[src/rtl/pdiv_pkg.sv]
package pdiv_pkg;

    localparam int NUM_DIV = 7;

    // Ratio of each output bit, lowest bit first
    localparam int RATIO [NUM_DIV] = '{1, 2, 4, 6, 8, 16, 32};

    typedef enum logic {
        ST_WAIT,
        ST_RUN
    } run_state_e;

    typedef struct packed {
        logic raw;
        logic d16;
    } div_cfg_t;

endpackage

[src/rtl/pdiv_edge_sync.sv]
module pdiv_edge_sync #(
    parameter int SYNC_STAGES = 2
) (
    input  logic clk,
    input  logic rst_n,
    input  logic async_i,
    output logic level_o,
    output logic rise_o
);

    logic [SYNC_STAGES:0] shreg;

    always_ff @(posedge clk or negedge rst_n) begin
        if (!rst_n) begin
            shreg <= '0;
        end else begin
            shreg <= {shreg[SYNC_STAGES-1:0], async_i};
        end
    end

    assign level_o = shreg[SYNC_STAGES-1];
    assign rise_o  = shreg[SYNC_STAGES-1] & ~shreg[SYNC_STAGES];

endmodule

[src/rtl/pdiv_phase.sv]
module pdiv_phase #(
    parameter int RATIO  = 1,
    parameter int ACC_W  = 8,
    parameter int TRIG_W = 8
) (
    input  logic             clk,
    input  logic             rst_n,
    input  logic             clear_i,
    input  logic             restart_i,
    input  logic             advance_i,
    input  logic             raw_i,
    input  logic [ACC_W-1:0] bar_len_i,
    output logic             trig_o,
    output logic             gate_o
);

    localparam int TC_W = $clog2(TRIG_W + 1);

    logic [ACC_W-1:0] acc;
    logic [ACC_W-1:0] step;
    logic [ACC_W-1:0] modulus;
    logic [ACC_W-1:0] sum;
    logic [ACC_W-1:0] acc_nx;
    logic             wrap;
    logic             fire;
    logic [TC_W-1:0]  tcnt;

    always_comb begin
        step    = raw_i ? ACC_W'(1) : ACC_W'(RATIO);
        modulus = raw_i ? ACC_W'(RATIO) : bar_len_i;
        sum     = acc + step;
        wrap    = (sum >= modulus);
        acc_nx  = wrap ? (sum - modulus) : sum;
        fire    = restart_i | (advance_i & wrap);
    end

    always_ff @(posedge clk or negedge rst_n) begin
        if (!rst_n) begin
            acc <= '0;
        end else if (clear_i || restart_i) begin
            acc <= '0;
        end else if (advance_i) begin
            acc <= acc_nx;
        end
    end

    always_ff @(posedge clk or negedge rst_n) begin
        if (!rst_n) begin
            tcnt <= '0;
        end else if (clear_i) begin
            tcnt <= '0;
        end else if (fire) begin
            tcnt <= TC_W'(TRIG_W);
        end else if (tcnt != '0) begin
            tcnt <= tcnt - 1'b1;
        end
    end

    assign trig_o = (tcnt != '0);
    assign gate_o = (acc < (modulus >> 1));

    // Phase never leaves its modulus
    assert_phase_bound_R4: assert property (@(posedge clk) disable iff (!rst_n)
        acc < modulus);

    // A cycle start is followed by a high trigger
    assert_fire_trig_R6: assert property (@(posedge clk) disable iff (!rst_n)
        fire |=> trig_o);

    // A trigger only rises after a cycle start
    assert_trig_cause_R6: assert property (@(posedge clk) disable iff (!rst_n)
        $rose(trig_o) |-> $past(fire));

endmodule

[src/rtl/pulse_divider.sv]
module pulse_divider
    import pdiv_pkg::*;
#(
    parameter int BEATS_PER_BAR = 4,
    parameter int DENS_LO       = 16,
    parameter int DENS_HI       = 24,
    parameter int TRIG_W        = 8,
    parameter int SYNC_STAGES   = 2
) (
    input  logic               clk,
    input  logic               rst_n,
    input  logic               pulse_in,
    input  logic               resync_in,
    input  logic               raw_mode,
    input  logic               dens_16,
    output logic [NUM_DIV-1:0] trig_o,
    output logic [NUM_DIV-1:0] gate_o
);

    localparam int BAR_LO  = BEATS_PER_BAR * DENS_LO;
    localparam int BAR_HI  = BEATS_PER_BAR * DENS_HI;
    localparam int BAR_MAX = (BAR_LO > BAR_HI) ? BAR_LO : BAR_HI;
    localparam int ACC_W   = $clog2(2 * BAR_MAX);

    logic p_level, p_rise;
    logic r_level, r_rise;

    run_state_e       state, state_nx;
    div_cfg_t         cfg, cfg_in;
    logic [ACC_W-1:0] pos, pos_inc, pos_nx, bar_len;
    logic             boundary;
    logic             running, clear, start, realign, restart, advance;

    logic [NUM_DIV-1:0] div_trig;
    logic [NUM_DIV-1:0] div_gate;

    pdiv_edge_sync #(.SYNC_STAGES(SYNC_STAGES)) u_pulse_sync (
        .clk     (clk),
        .rst_n   (rst_n),
        .async_i (pulse_in),
        .level_o (p_level),
        .rise_o  (p_rise)
    );

    pdiv_edge_sync #(.SYNC_STAGES(SYNC_STAGES)) u_resync_sync (
        .clk     (clk),
        .rst_n   (rst_n),
        .async_i (resync_in),
        .level_o (r_level),
        .rise_o  (r_rise)
    );

    // Event decode and next state
    always_comb begin
        cfg_in   = '{raw: raw_mode, d16: dens_16};
        bar_len  = cfg.d16 ? ACC_W'(BAR_LO) : ACC_W'(BAR_HI);
        pos_inc  = pos + 1'b1;
        boundary = (pos_inc == bar_len);
        pos_nx   = boundary ? '0 : pos_inc;
        running  = (state == ST_RUN);
        clear    = r_rise;
        start    = !running && p_rise && !r_rise;
        realign  = running && p_rise && !r_rise && boundary && (cfg_in != cfg);
        restart  = start | realign;
        advance  = running && p_rise && !r_rise && !realign;
        state_nx = state;
        unique case (state)
            ST_WAIT: if (start) state_nx = ST_RUN;
            ST_RUN:  if (r_rise) state_nx = ST_WAIT;
        endcase
    end

    // State register
    always_ff @(posedge clk or negedge rst_n) begin
        if (!rst_n) begin
            state <= ST_WAIT;
            cfg   <= '0;
            pos   <= '0;
        end else begin
            state <= state_nx;
            if (restart) cfg <= cfg_in;
            if (restart || clear) begin
                pos <= '0;
            end else if (advance) begin
                pos <= pos_nx;
            end
        end
    end

    for (genvar g = 0; g < NUM_DIV; g++) begin : g_div
        pdiv_phase #(
            .RATIO  (RATIO[g]),
            .ACC_W  (ACC_W),
            .TRIG_W (TRIG_W)
        ) u_phase (
            .clk       (clk),
            .rst_n     (rst_n),
            .clear_i   (clear),
            .restart_i (restart),
            .advance_i (advance),
            .raw_i     (cfg.raw),
            .bar_len_i (bar_len),
            .trig_o    (div_trig[g]),
            .gate_o    (div_gate[g])
        );
    end

    // Outputs
    always_comb begin
        for (int i = 0; i < NUM_DIV; i++) begin
            trig_o[i] = running & div_trig[i];
            gate_o[i] = running & ((cfg.raw && RATIO[i] == 1) ? p_level : div_gate[i]);
        end
    end

    // All streams start together
    assert_restart_all_R3: assert property (@(posedge clk) disable iff (!rst_n)
        restart |=> (trig_o == '1));

    // Resync edge silences the outputs
    assert_resync_quiet_R10: assert property (@(posedge clk) disable iff (!rst_n)
        r_rise |=> (state == ST_WAIT && trig_o == '0 && gate_o == '0));

    // Held setting only changes with a restart
    assert_cfg_hold_R11: assert property (@(posedge clk) disable iff (!rst_n)
        !restart |=> $stable(cfg));

    // Bar position stays inside the bar
    assert_pos_bound_R11: assert property (@(posedge clk) disable iff (!rst_n)
        pos < bar_len);

endmodule

[config.mk]
export PLATFORM = sky130hd
export DESIGN_NAME = pulse_divider
export DESIGN_NICKNAME = d
export VERILOG_FILES = /design/src/rtl/pdiv_pkg.sv /design/src/rtl/pdiv_edge_sync.sv /design/src/rtl/pdiv_phase.sv /design/src/rtl/pulse_divider.sv
export SDC_FILE = /design/constraint.sdc
export NUM_CORES = 1
export LEC_CHECK = 0
export ABC_AREA = 1
export BUFFER_PORTS_ARGS = -buffer_cell sky130_fd_sc_hd__buf_2
export CAP_MARGIN = 10
export CORE_UTILIZATION = 53
export DETAILED_ROUTE_END_ITERATION = 12
export HOLD_SLACK_MARGIN = 0.05
export PLACE_DENSITY_LB_ADDON = 0.08
export SLEW_MARGIN = 5
export SYNTH_ARGS = -nofsm -noshare
export SYNTH_HDL_FRONTEND = slang
export SYNTH_HIERARCHICAL = 1
export SYNTH_SLANG_ARGS = --single-unit
[constraint.sdc]
create_clock -name clk -period 6.5 [get_ports clk]
set_input_delay 0.325 -clock clk [delete_from_list [all_inputs] [get_ports clk]]
set_output_delay 0.325 -clock clk [all_outputs]
set_load 0.02 [all_outputs]
==> results of run 1 <==
cells in the mapped netlist (5+ instances only):
| cell | n |
|---|---|
| xor2_1 | 44 |
| nand2_2 | 19 |
| nor3_1 | 18 |
| nand3_1 | 161 |
| nand2_1 | 607 |
| nor2_1 | 117 |
| ha_1 | 124 |
| a21oi_2 | 12 |
| or2_2 | 6 |
| inv_1 | 346 |
| nor2_4 | 9 |
| dfrtp_1 | 101 |
| nand2_4 | 9 |
| nor2_2 | 12 |
| nand4_1 | 21 |
| nand3_4 | 7 |
| xnor2_1 | 13 |
| o211ai_1 | 8 |
| nand3_2 | 12 |
| fa_1 | 9 |
| nand3b_1 | 8 |
| o21ai_0 | 19 |
| inv_2 | 8 |
| a21oi_1 | 35 |
| nor3_2 | 5 |
routing by layer:
| layer | global-route usage | vias to the layer above | wire [um] |
|---|---|---|---|
| li1 | - | 5575 | - |
| met1 | 0.337 | 4550 | 12500 |
| met2 | 0.388 | 95 | 11000 |
| met3 | 0.0242 | 15 | 638 |
| met4 | 0.0495 | 0 | 223 |
| met5 | 0 | - | 0 |
power by group:
| group | switching, mW | internal, mW |
|---|---|---|
| clock network | 0.237 | 0.328 |
| logic | 1.39 | 0.811 |
| registers | 0.0895 | 0.752 |
per-stage QoR:
| step | area [um^2] | setup WS, ns |
|---|---|---|
| floorplan | 11500 | 3.33 |
| global placement | 11900 | 2.89 |
| detailed placement | 11900 | 2.87 |
| CTS | 12300 | 2.85 |
| global route | 12300 | 2.55 |
| finish | 12300 | 2.87 |
logic make-up (layout without fill, tap and decap cells):
logic type               count (synthesis)  in the layout  share of synthesized area
AND/OR/NAND/NOR                       1020           1020                      0.405
buffers and inverters                  364            395                      0.124
adder cells (fa/ha/maj)                133            133                      0.153
flip-flops                             101            101                      0.223
AO/OA/AOI/OAI                           87             87                     0.0483
XOR/XNOR                                57             57                     0.0440
multiplexers                             3              3                    0.00265
other                                    2             49                   0.000662
registers in the layout, indices dropped and copies added (netlist names):
register / count
g_div.u_phase/acc: 56
g_div.u_phase/tcnt: 28
u_pulse_sync/shreg: 3
u_resync_sync/shreg: 3
running: 1
pos: 8
cfg: 2
cell type report:
cell class	instances	area, um^2
Clock buffer	12	267
Clock inverter	3	43.8
Fill cell	2137	8770
Inverter	357	1350
Multi-Input combinational cell	1349	7590
Sequential cell	101	2530
Tap cell	275	344
Timing Repair Buffer	23	130
repair_timing:
action                                 CTS  global route
hold buffers                             1             0
setup endpoints to repair                0             0
endpoints found under the hold margin   31             0
setup buffers                            0             0
worst register-to-register path, cell delays in order (launching register included):
cell,delay [ns]
dfrtp_1,0.61
buf_4,0.41
inv_1,0.21
ha_1,0.37
nand3_1,0.08
nand2_1,0.17
nand4_1,0.10
nand2_1,0.11
inv_1,0.05
ha_1,0.35
nand2_1,0.09
nand2_1,0.07
a21oi_1,0.17
nand3_2,0.25
inv_1,0.26
nand2_1,0.08
nand3_1,0.09
nand2_1,0.05
worst max path at each step:
| stage | from | endpoint | slack, ns | cells past startpoint |
|---|---|---|---|---|
| final | cfg[1]$_DFFE_PN0P_ | g_div[2].u_phase/acc[6]$_DFFE_PN0P_ | 2.87 | 17 |
| after global routing | cfg[1]$_DFFE_PN0P_ | g_div[2].u_phase/acc[4]$_DFFE_PN0P_ | 2.55 | 18 |
| after CTS | cfg[1]$_DFFE_PN0P_ | g_div[2].u_phase/acc[4]$_DFFE_PN0P_ | 2.85 | 17 |
| after detailed placement | cfg[1]$_DFFE_PN0P_ | g_div[2].u_phase/acc[6]$_DFFE_PN0P_ | 2.87 | 17 |
| after global placement | cfg[1]$_DFFE_PN0P_ | g_div[2].u_phase/acc[6]$_DFFE_PN0P_ | 2.89 | 17 |
| after floorplan | cfg[1]$_DFFE_PN0P_ | g_div[3].u_phase/tcnt[3]$_DFFE_PN0P_ | 3.33 | 18 |
==> results.cfg, run 1 <==
[status]
outcome = completed

[routing]
dr.pass1.iters = 5
wl_per_cell_um = 11.5
drc = 0
drt-vias-per-instance = 4.83
ant_nets = 0
dr_total_vias = 10200
wl_mm = 24.3
drt_iter0_drc = 461

[clock_tree]
clk_path_buf_depth = 2
path_clk_slew_ns = 0.07
cts_resized = 0
cts_tree = built
htreeDepth = 3
cts_buffers = 9
cts-root-buf = clkbuf_16
clk_latency_ns = 0.35
cts.sinks = 101

[setup_path]
r2r-end = g_div[2].u_phase/acc[6]$_DFFE_PN0P_
cp_max_fo = 23
cp-start-kind = flip-flop
path_cells = buf_4 > inv_1 > ha_1 > nand3_1 > nand2_1 > nand4_1 > nand2_1 > inv_1 > ha_1 > nand2_1 > nand2_1 > a21oi_1 > nand3_2 > inv_1 > nand2_1 > nand3_1 > nand2_1
critPathSlowestCell = dfrtp_1
path_delay_family = simple AND/OR/NAND/NOR gates
r2r_setup_slack_ns = 2.87
max_stage_delay_ns = 0.61
rr_startpoint = cfg[1]$_DFFE_PN0P_
critPathMostFrequentCell = nand2_1
crit_path_end_kind = flip-flop
critPathKind = flip-flop to flip-flop
cp_num_buf_inv = 4
r2r_cells = 17
cp_data_arrival_time_ns = 3.87
worstPathRequired_ns = 6.74

[floorplan]
core.rowCount = 53
core_um2 = 21000
initial_utilization = 0.540
fp.dieArea_um2 = 22000
die_height_um = 148
die_w_um = 148
ios = 20

[worst_hold_path]
min_from = pulse_in
worstHoldPathType = input port to flip-flop
hold_path_end = u_pulse_sync/shreg[0]$_DFF_PN0_
min_path_cells = 1

[cells_and_area]
drive_gt1_frac = 0.0802
syn_to_final_growth_pct = 7.95
post-route-util = 0.583
n_antenna_cell = 0
final_common_cell = nand2_1
mostFrequentLayoutCells = nand2_1, inv_1, nand3_1, ha_1, nor2_1
final_cells = 2120
final_nets = 1980

[power_and_ir_drop]
p_leak_nw = 7.40
peakVddDrop_mv = 0.177
p_per_area_nw_per_um2 = 295
total_power_mw = 3.61

[sta]
fmax_mhz = 276
setup_viol = 0
slew_viol_final = 0
whs_ns = 0.0801
tightest_slew_ns = 1.03
hold_violations = 0
relSlewSlack = 0.316
tns_ns = 0
rsz0062_at_grt = no
finClkSkew_ns = 0.0101
fin_crit_ns = 3.63
finalCritPeriodShare = 0.558

[synth]
dominantRegCellSynth = dfrtp_1
syn_area_per_cell_um2 = 6.42
synth_seq_cells = 101
synth_edf_count = 0
syn_inst = 1767
seq_area_frac_synth = 0.223
synth.cell_area_um2 = 11300
synth_top_cell_by_area = dfrtp_1
synth_warnings = 6
synth_top_area_frac = 0.223
synth_cell_types = 45
ys_async_sr_fraction = 1.00
yosys-top-cells-area = dfrtp_1, nand2_1, ha_1, inv_1, nand3_1

[global_routing]
grt_pass1_wl_mm = 42.8
grt_overflow = 0
track_usage = 0.237
grt_max_degree = 71
grt_pass1_vias = 9333
antenna_found_initial = 0

[job]
maxCapViolCount = 0

[place]
portBuffers = 19
post-dp-hpwl_mm = 19.4
dpl.cell_count = 2104
gp_congestion = 0.906
No activity file was read; power rests on OpenSTA's default activity.
==> inputs of run 2 (changes only) <==
clock period = 3.65 ns   (was 6.5 ns; I/O delays follow)
==> run 2 against run 1 <==
Effect of this change: first-iteration DRC count fell by 4.3%; critical path type unchanged; clock skew fell by 0.0024 ns; wire length rose by 2.0%; cell count rose by 0.42%; sequential share of layout area fell by 0.090 points; worst hold slack got worse by 0.012 ns; non-clock buffer count rose by 8.
==> results.cfg, run 2 (synthesis gave the netlist of run 1 again) <==
[worst_hold_path]
min_from = dens_16
hold_path_end = cfg[0]$_DFFE_PN0P_
min_path_cells = 3
worstHoldPathType = input port to flip-flop

[place]
gp_congestion = 0.869
post-dp-hpwl_mm = 19.5
portBuffers = 19

[sta]
rsz0062_at_grt = no
finClkSkew_ns = 0.00773
finalCritPeriodShare = 0.852
fin_crit_ns = 3.11
tns_ns = 0
fmax_mhz = 322
whs_ns = 0.0680
tightest_slew_ns = 1.02
hold_violations = 0
relSlewSlack = 0.323
slew_viol_final = 0
setup_viol = 0

[floorplan]
die_w_um = 148
initial_utilization = 0.540
die_height_um = 148
core.rowCount = 53
core_um2 = 21000
fp.dieArea_um2 = 22000
ios = 20

[clock_tree]
clk_latency_ns = 0.35
cts.sinks = 101
htreeDepth = 3
post_cts_buffers = 0
cts_tree = built
cts-root-buf = clkbuf_16
path_clk_slew_ns = 0.07
cts_buffers = 9
clk_path_buf_depth = 2

[setup_path]
cp_num_buf_inv = 5
r2r_setup_slack_ns = 0.54
max_stage_delay_ns = 0.36
cp_data_arrival_time_ns = 3.36
worstSetupStartpoint = cfg[1]$_DFFE_PN0P_
critPathMostFrequentCell = nand2_1
worstPathRequired_ns = 3.90
crit_path_end_kind = flip-flop
rr_startpoint = cfg[1]$_DFFE_PN0P_
path_delay_family = simple AND/OR/NAND/NOR gates
cp_max_fo = 12
path_cells = buf_4 > buf_4 > inv_2 > ha_1 > nand2_1 > o21ai_0 > nand3_1 > nand2_1 > inv_1 > ha_1 > nand2_2 > inv_1 > a21oi_2 > nand3_4 > nand2_4 > nand2_1 > nor2_1 > nor2_1
critPathSlowestCell = ha_1
cp-start-kind = flip-flop
critPathKind = flip-flop to flip-flop
r2r_cells = 18
r2r-end = g_div[5].u_phase/tcnt[3]$_DFFE_PN0P_

[global_routing]
use_met1 = 0.330
grt_overflow = 0
grt_max_degree = 74
grt_pass1_wl_mm = 43.4
grt_pass1_vias = 9522
track_usage = 0.240
grtUsageMet3 = 0.0304
antenna_found_initial = 0
grtUsageMet2 = 0.400
grt_busiest_layer = met2

[cells_and_area]
drive_gt1_frac = 0.0831
mostFrequentLayoutCells = nand2_1, inv_1, nand3_1, ha_1, nor2_1
n_antenna_cell = 0
nFillCells = 2091
final_common_cell = nand2_1
regMostFlops = g_div.u_phase/acc
reg.largest.list = g_div.u_phase/acc (56), g_div.u_phase/tcnt (28), pos (8)
largest_register_ffs = 56
final_nets = 1988
syn_to_final_growth_pct = 8.42

[status]
outcome = completed

[job]
maxCapViolCount = 0

[routing]
dr_total_vias = 10400
drc = 0
ant_nets = 0
wl_mm = 24.8
drt_iter0_drc = 441
dr.pass1.iters = 5
wl_per_cell_um = 11.7
drt-vias-per-instance = 4.88

[power_and_ir_drop]
p_leak_nw = 7.43
p_per_area_nw_per_um2 = 524
peakVddDrop_mv = 0.215
run 2: cell count changes in the layout (fill, tap and decap cells not counted):
cell,before,now
dlygate4sd3_1,1,3
clkbuf_1,0,1
clkbuf_8,3,0
clkinv_4,1,2
buf_4,4,10
inv_6,0,2
run 2: where the power goes:
group / internal, mW / switching (mW)
Sequential: 1.34 / 0.146
Clock: 0.539 / 0.449
Combinational: 1.46 / 2.51
run 2: worst min-delay path: stages:
cell and delay, ns:
buf_2 0.10, nand2_1 0.05, o21ai_0 0.06
run 2: through the flow:
| step | setup WS (ns) | cell area, um^2 | instances | utilization | power, mW |
|---|---|---|---|---|---|
| global route | 0.254 | 12300 | 2129 | 0.585 | 7.17 |
| finish | 0.540 | 12300 | 2129 | 0.585 | 6.44 |
| global placement | 0.634 | 12000 | 2110 | 0.570 | 5.37 |
| floorplan | 0.476 | 11500 | 1814 | - | 4.69 |
| detailed placement | 0.528 | 12000 | 2110 | 0.570 | 5.45 |
| CTS | 0.494 | 12300 | 2129 | 0.585 | 6.48 |
run 2: how the worst max path moves through the flow:
| stage | cells after the start | slack (ns) | end |
|---|---|---|---|
| after detailed placement | 18 | 0.53 | g_div[5].u_phase/acc[6]$_DFFE_PN0P_ |
| after floorplan | 18 | 0.48 | g_div[3].u_phase/tcnt[3]$_DFFE_PN0P_ |
| after global placement | 18 | 0.63 | g_div[5].u_phase/acc[7]$_DFFE_PN0P_ |
| after global routing | 18 | 0.25 | g_div[5].u_phase/acc[3]$_DFFE_PN0P_ |
| after CTS | 18 | 0.49 | g_div[5].u_phase/tcnt[3]$_DFFE_PN0P_ |
| final | 18 | 0.54 | g_div[5].u_phase/tcnt[3]$_DFFE_PN0P_ |
run 2: area by class of cell:
| class | instances | area, um^2 | area share |
|---|---|---|---|
| Timing Repair Buffer | 31 | 195 | 0.0159 |
| Clock inverter | 6 | 70.1 | 0.00569 |
| Clock buffer | 10 | 229 | 0.0186 |
| Sequential cell | 101 | 2530 | 0.205 |
| Tap cell | 275 | 344 | 0.0280 |
| Multi-Input combinational cell | 1349 | 7590 | 0.617 |
| Inverter | 357 | 1350 | 0.110 |
run 2: routing by layer:
metal / up-vias / part of all wire
met4: 0 / 0.011
met2: 129 / 0.46
met5: - / 0
li1: 5588 / -
met1: 4662 / 0.50
met3: 19 / 0.026
run 2: what timing repair did:
item,4_1_cts,5_1_grt
resized for setup,0,0
hold buffers,3,0
endpoints found under the hold margin,57,0
==> inputs of run 3 (changes only) <==
CORE_UTILIZATION = 40   (was 53)
==> run 3 against run 2 <==
Effect of this change: sequential share of layout area fell by 0.28 points; clock power rose by 8%; highest routed layer unchanged; via count fell by 3.0%; register-to-register slack got worse by 0.06 ns; sequential cell count did not move; first-iteration DRC count rose by 15%; combinational power barely moved; worst setup slack got worse by 0.063 ns; wire length rose by 6.4%; maximum frequency fell by 2.0%; worst hold slack improved by 0.0026 ns; count of clock-buffer cells in the layout fell by 1.
==> results.cfg, run 3 (synthesis gave the netlist of run 1 again) <==
[status]
outcome = completed

[power_and_ir_drop]
p_per_area_nw_per_um2 = 525
peakVddDrop_mv = 0.256
total_power_mw = 6.55
clkPwrFrac = 0.163
p_leak_nw = 7.46
switchingPower_mw = 3.18
internal-power_mw = 3.36
p_sw_frac = 0.486
seqPwrFrac = 0.228
p_comb_frac = 0.609

[clock_tree]
cts.sinks = 101
clk_latency_ns = 0.37
post_cts_buffers = 0
path_clk_slew_ns = 0.09
cts_buffers = 9
htreeDepth = 3
cts_tree = built
clk_path_buf_depth = 2
cts-root-buf = clkbuf_16

[floorplan]
initial_utilization = 0.407
fp.dieArea_um2 = 29000
die_w_um = 170
core_um2 = 27900
core.rowCount = 61
ios = 20
die_height_um = 170

[setup_path]
critPathKind = flip-flop to flip-flop
cp-start-kind = flip-flop
r2r_cells = 17
critPathCapture = g_div[5].u_phase/acc[7]$_DFFE_PN0P_
crit_path_end_kind = flip-flop
r2r-end = g_div[5].u_phase/acc[7]$_DFFE_PN0P_
worstSetupStartpoint = cfg[1]$_DFFE_PN0P_
cp_max_fo = 10
r2r_setup_slack_ns = 0.48
rr_startpoint = cfg[1]$_DFFE_PN0P_
worstPathRequired_ns = 3.91
cp_data_arrival_time_ns = 3.43

[cells_and_area]
reg.largest.list = g_div.u_phase/acc (56), g_div.u_phase/tcnt (28), pos (8)
largest_register_ffs = 56
n_antenna_cell = 0
stdcell_area_um2 = 12500
mostFrequentLayoutCells = nand2_1, inv_1, nand3_1, ha_1, nor2_1
syn_to_final_growth_pct = 9.98
drive_gt1_frac = 0.0856
final_common_cell = nand2_1
regMostFlops = g_div.u_phase/acc
final_nets = 1991

[sta]
relSlewSlack = 0.438
tns_ns = 0
slew_viol_final = 0
rsz0062_at_grt = no
fmax_mhz = 315
finalCritPeriodShare = 0.869
finClkSkew_ns = 0.0144
setup_viol = 0
tightest_slew_ns = 0.843
fin_crit_ns = 3.17
hold_violations = 0

[routing]
wl_per_cell_um = 11.8
drt-vias-per-instance = 4.51
dr_total_vias = 10100
ant_nets = 0
drt_iter0_drc = 507
dr.pass1.iters = 5
drc = 0
wl_mm = 26.4

[global_routing]
grt_overflow = 0
grt_max_degree = 61
antenna_found_initial = 0
grt_pass1_vias = 9434
track_usage = 0.192
grt_pass1_wl_mm = 45.6

[place]
post_dp_cell_area_um2 = 12100
portBuffers = 19
gp_congestion = 0.830
post-dp-hpwl_mm = 20.7

[job]
maxCapViolCount = 0

[worst_hold_path]
worstHoldPathType = input port to flip-flop
-- run 3: cell types whose count changed in the layout (fill, tap and decap cells not counted) --
| cell | change |
|---|---|
| clkinv_4 | -1 |
| clkinv_8 | +1 |
| buf_4 | +3 |
| inv_6 | -1 |
| inv_8 | +3 |
| dfrtp_2 | +1 |
| clkbuf_1 | -1 |
| dfrtp_1 | -1 |
| clkinv_2 | -1 |
-- run 3: metal layers --
metal	vias to the layer above	track usage	share of wire
met3	12	0.0188	0.015
met2	66	0.322	0.45
met1	4430	0.269	0.52
li1	5581	-	-
met4	0	0.0360	0.0080
met5	-	0	0
-- run 3: area by class of cell --
cell class	instances	area (um^2)
timing repair buffer	34	218
clock inverter	7	97.6
fill	2956	15400
clock buffer	9	225
tap	378	473
multi-input combinational	1349	7590
sequential	101	2530
inverter	357	1350
-- run 3: worst max-delay path, stage by stage, from the launching register on --
cell and delay [ns]:
dfrtp_2 0.55, buf_4 0.25, inv_2 0.09, ha_1 0.31
nand2_1 0.11, o21ai_0 0.26, nand3_1 0.11, nand2_1 0.11
inv_1 0.05, ha_1 0.36, nand2_2 0.12, inv_1 0.06
a21oi_2 0.17, nand3_4 0.18, inv_4 0.15, nand2_1 0.06
nand3_1 0.08, nand2_1 0.05
-- run 3: power by group through the flow --
stage               Clock (mW)  Sequential, mW  Combinational [mW]
global route              1.14            1.52                4.63
floorplan                    0            1.48                3.20
detailed placement           0            1.52                3.98
finish                    1.07            1.49                3.98
CTS                       1.10            1.49                4.01
global placement             0            1.51                3.96
-- run 3: repair_timing --
| action | in CTS | in global routing |
|---|---|---|
| hold endpoints to repair | 60 | 0 |
| gates resized for setup | 0 | 1 |
| setup endpoints to repair | 0 | 21 |
| hold buffers | 3 | 0 |
-- run 3: metrics by stage --
stage	util	hold WS, ns	setup WS (ns)	cells
3_3_place_gp	0.435	0.291	0.297	2216
5_1_grt	0.448	0.114	0.160	2235
3_5_place_dp	0.435	0.292	0.259	2216
4_1_cts	0.448	0.0619	0.243	2235
2_1_floorplan	-	-0.113	0.476	1814
6_report	0.448	0.0706	0.477	2235
-- run 3: worst min path at each step --
stage               depth (start not counted)                               to  slack (ns)      from
global placement                            1  u_pulse_sync/shreg[0]$_DFF_PN0_        0.29  pulse_in
detailed placement                          1  u_pulse_sync/shreg[0]$_DFF_PN0_        0.29  pulse_in
global route                                3               cfg[1]$_DFFE_PN0P_        0.11  raw_mode
finish                                      3               cfg[0]$_DFFE_PN0P_        0.07   dens_16
CTS                                         3               cfg[0]$_DFFE_PN0P_        0.06   dens_16
floorplan                                   0               cfg[0]$_DFFE_PN0P_       -0.11     rst_n
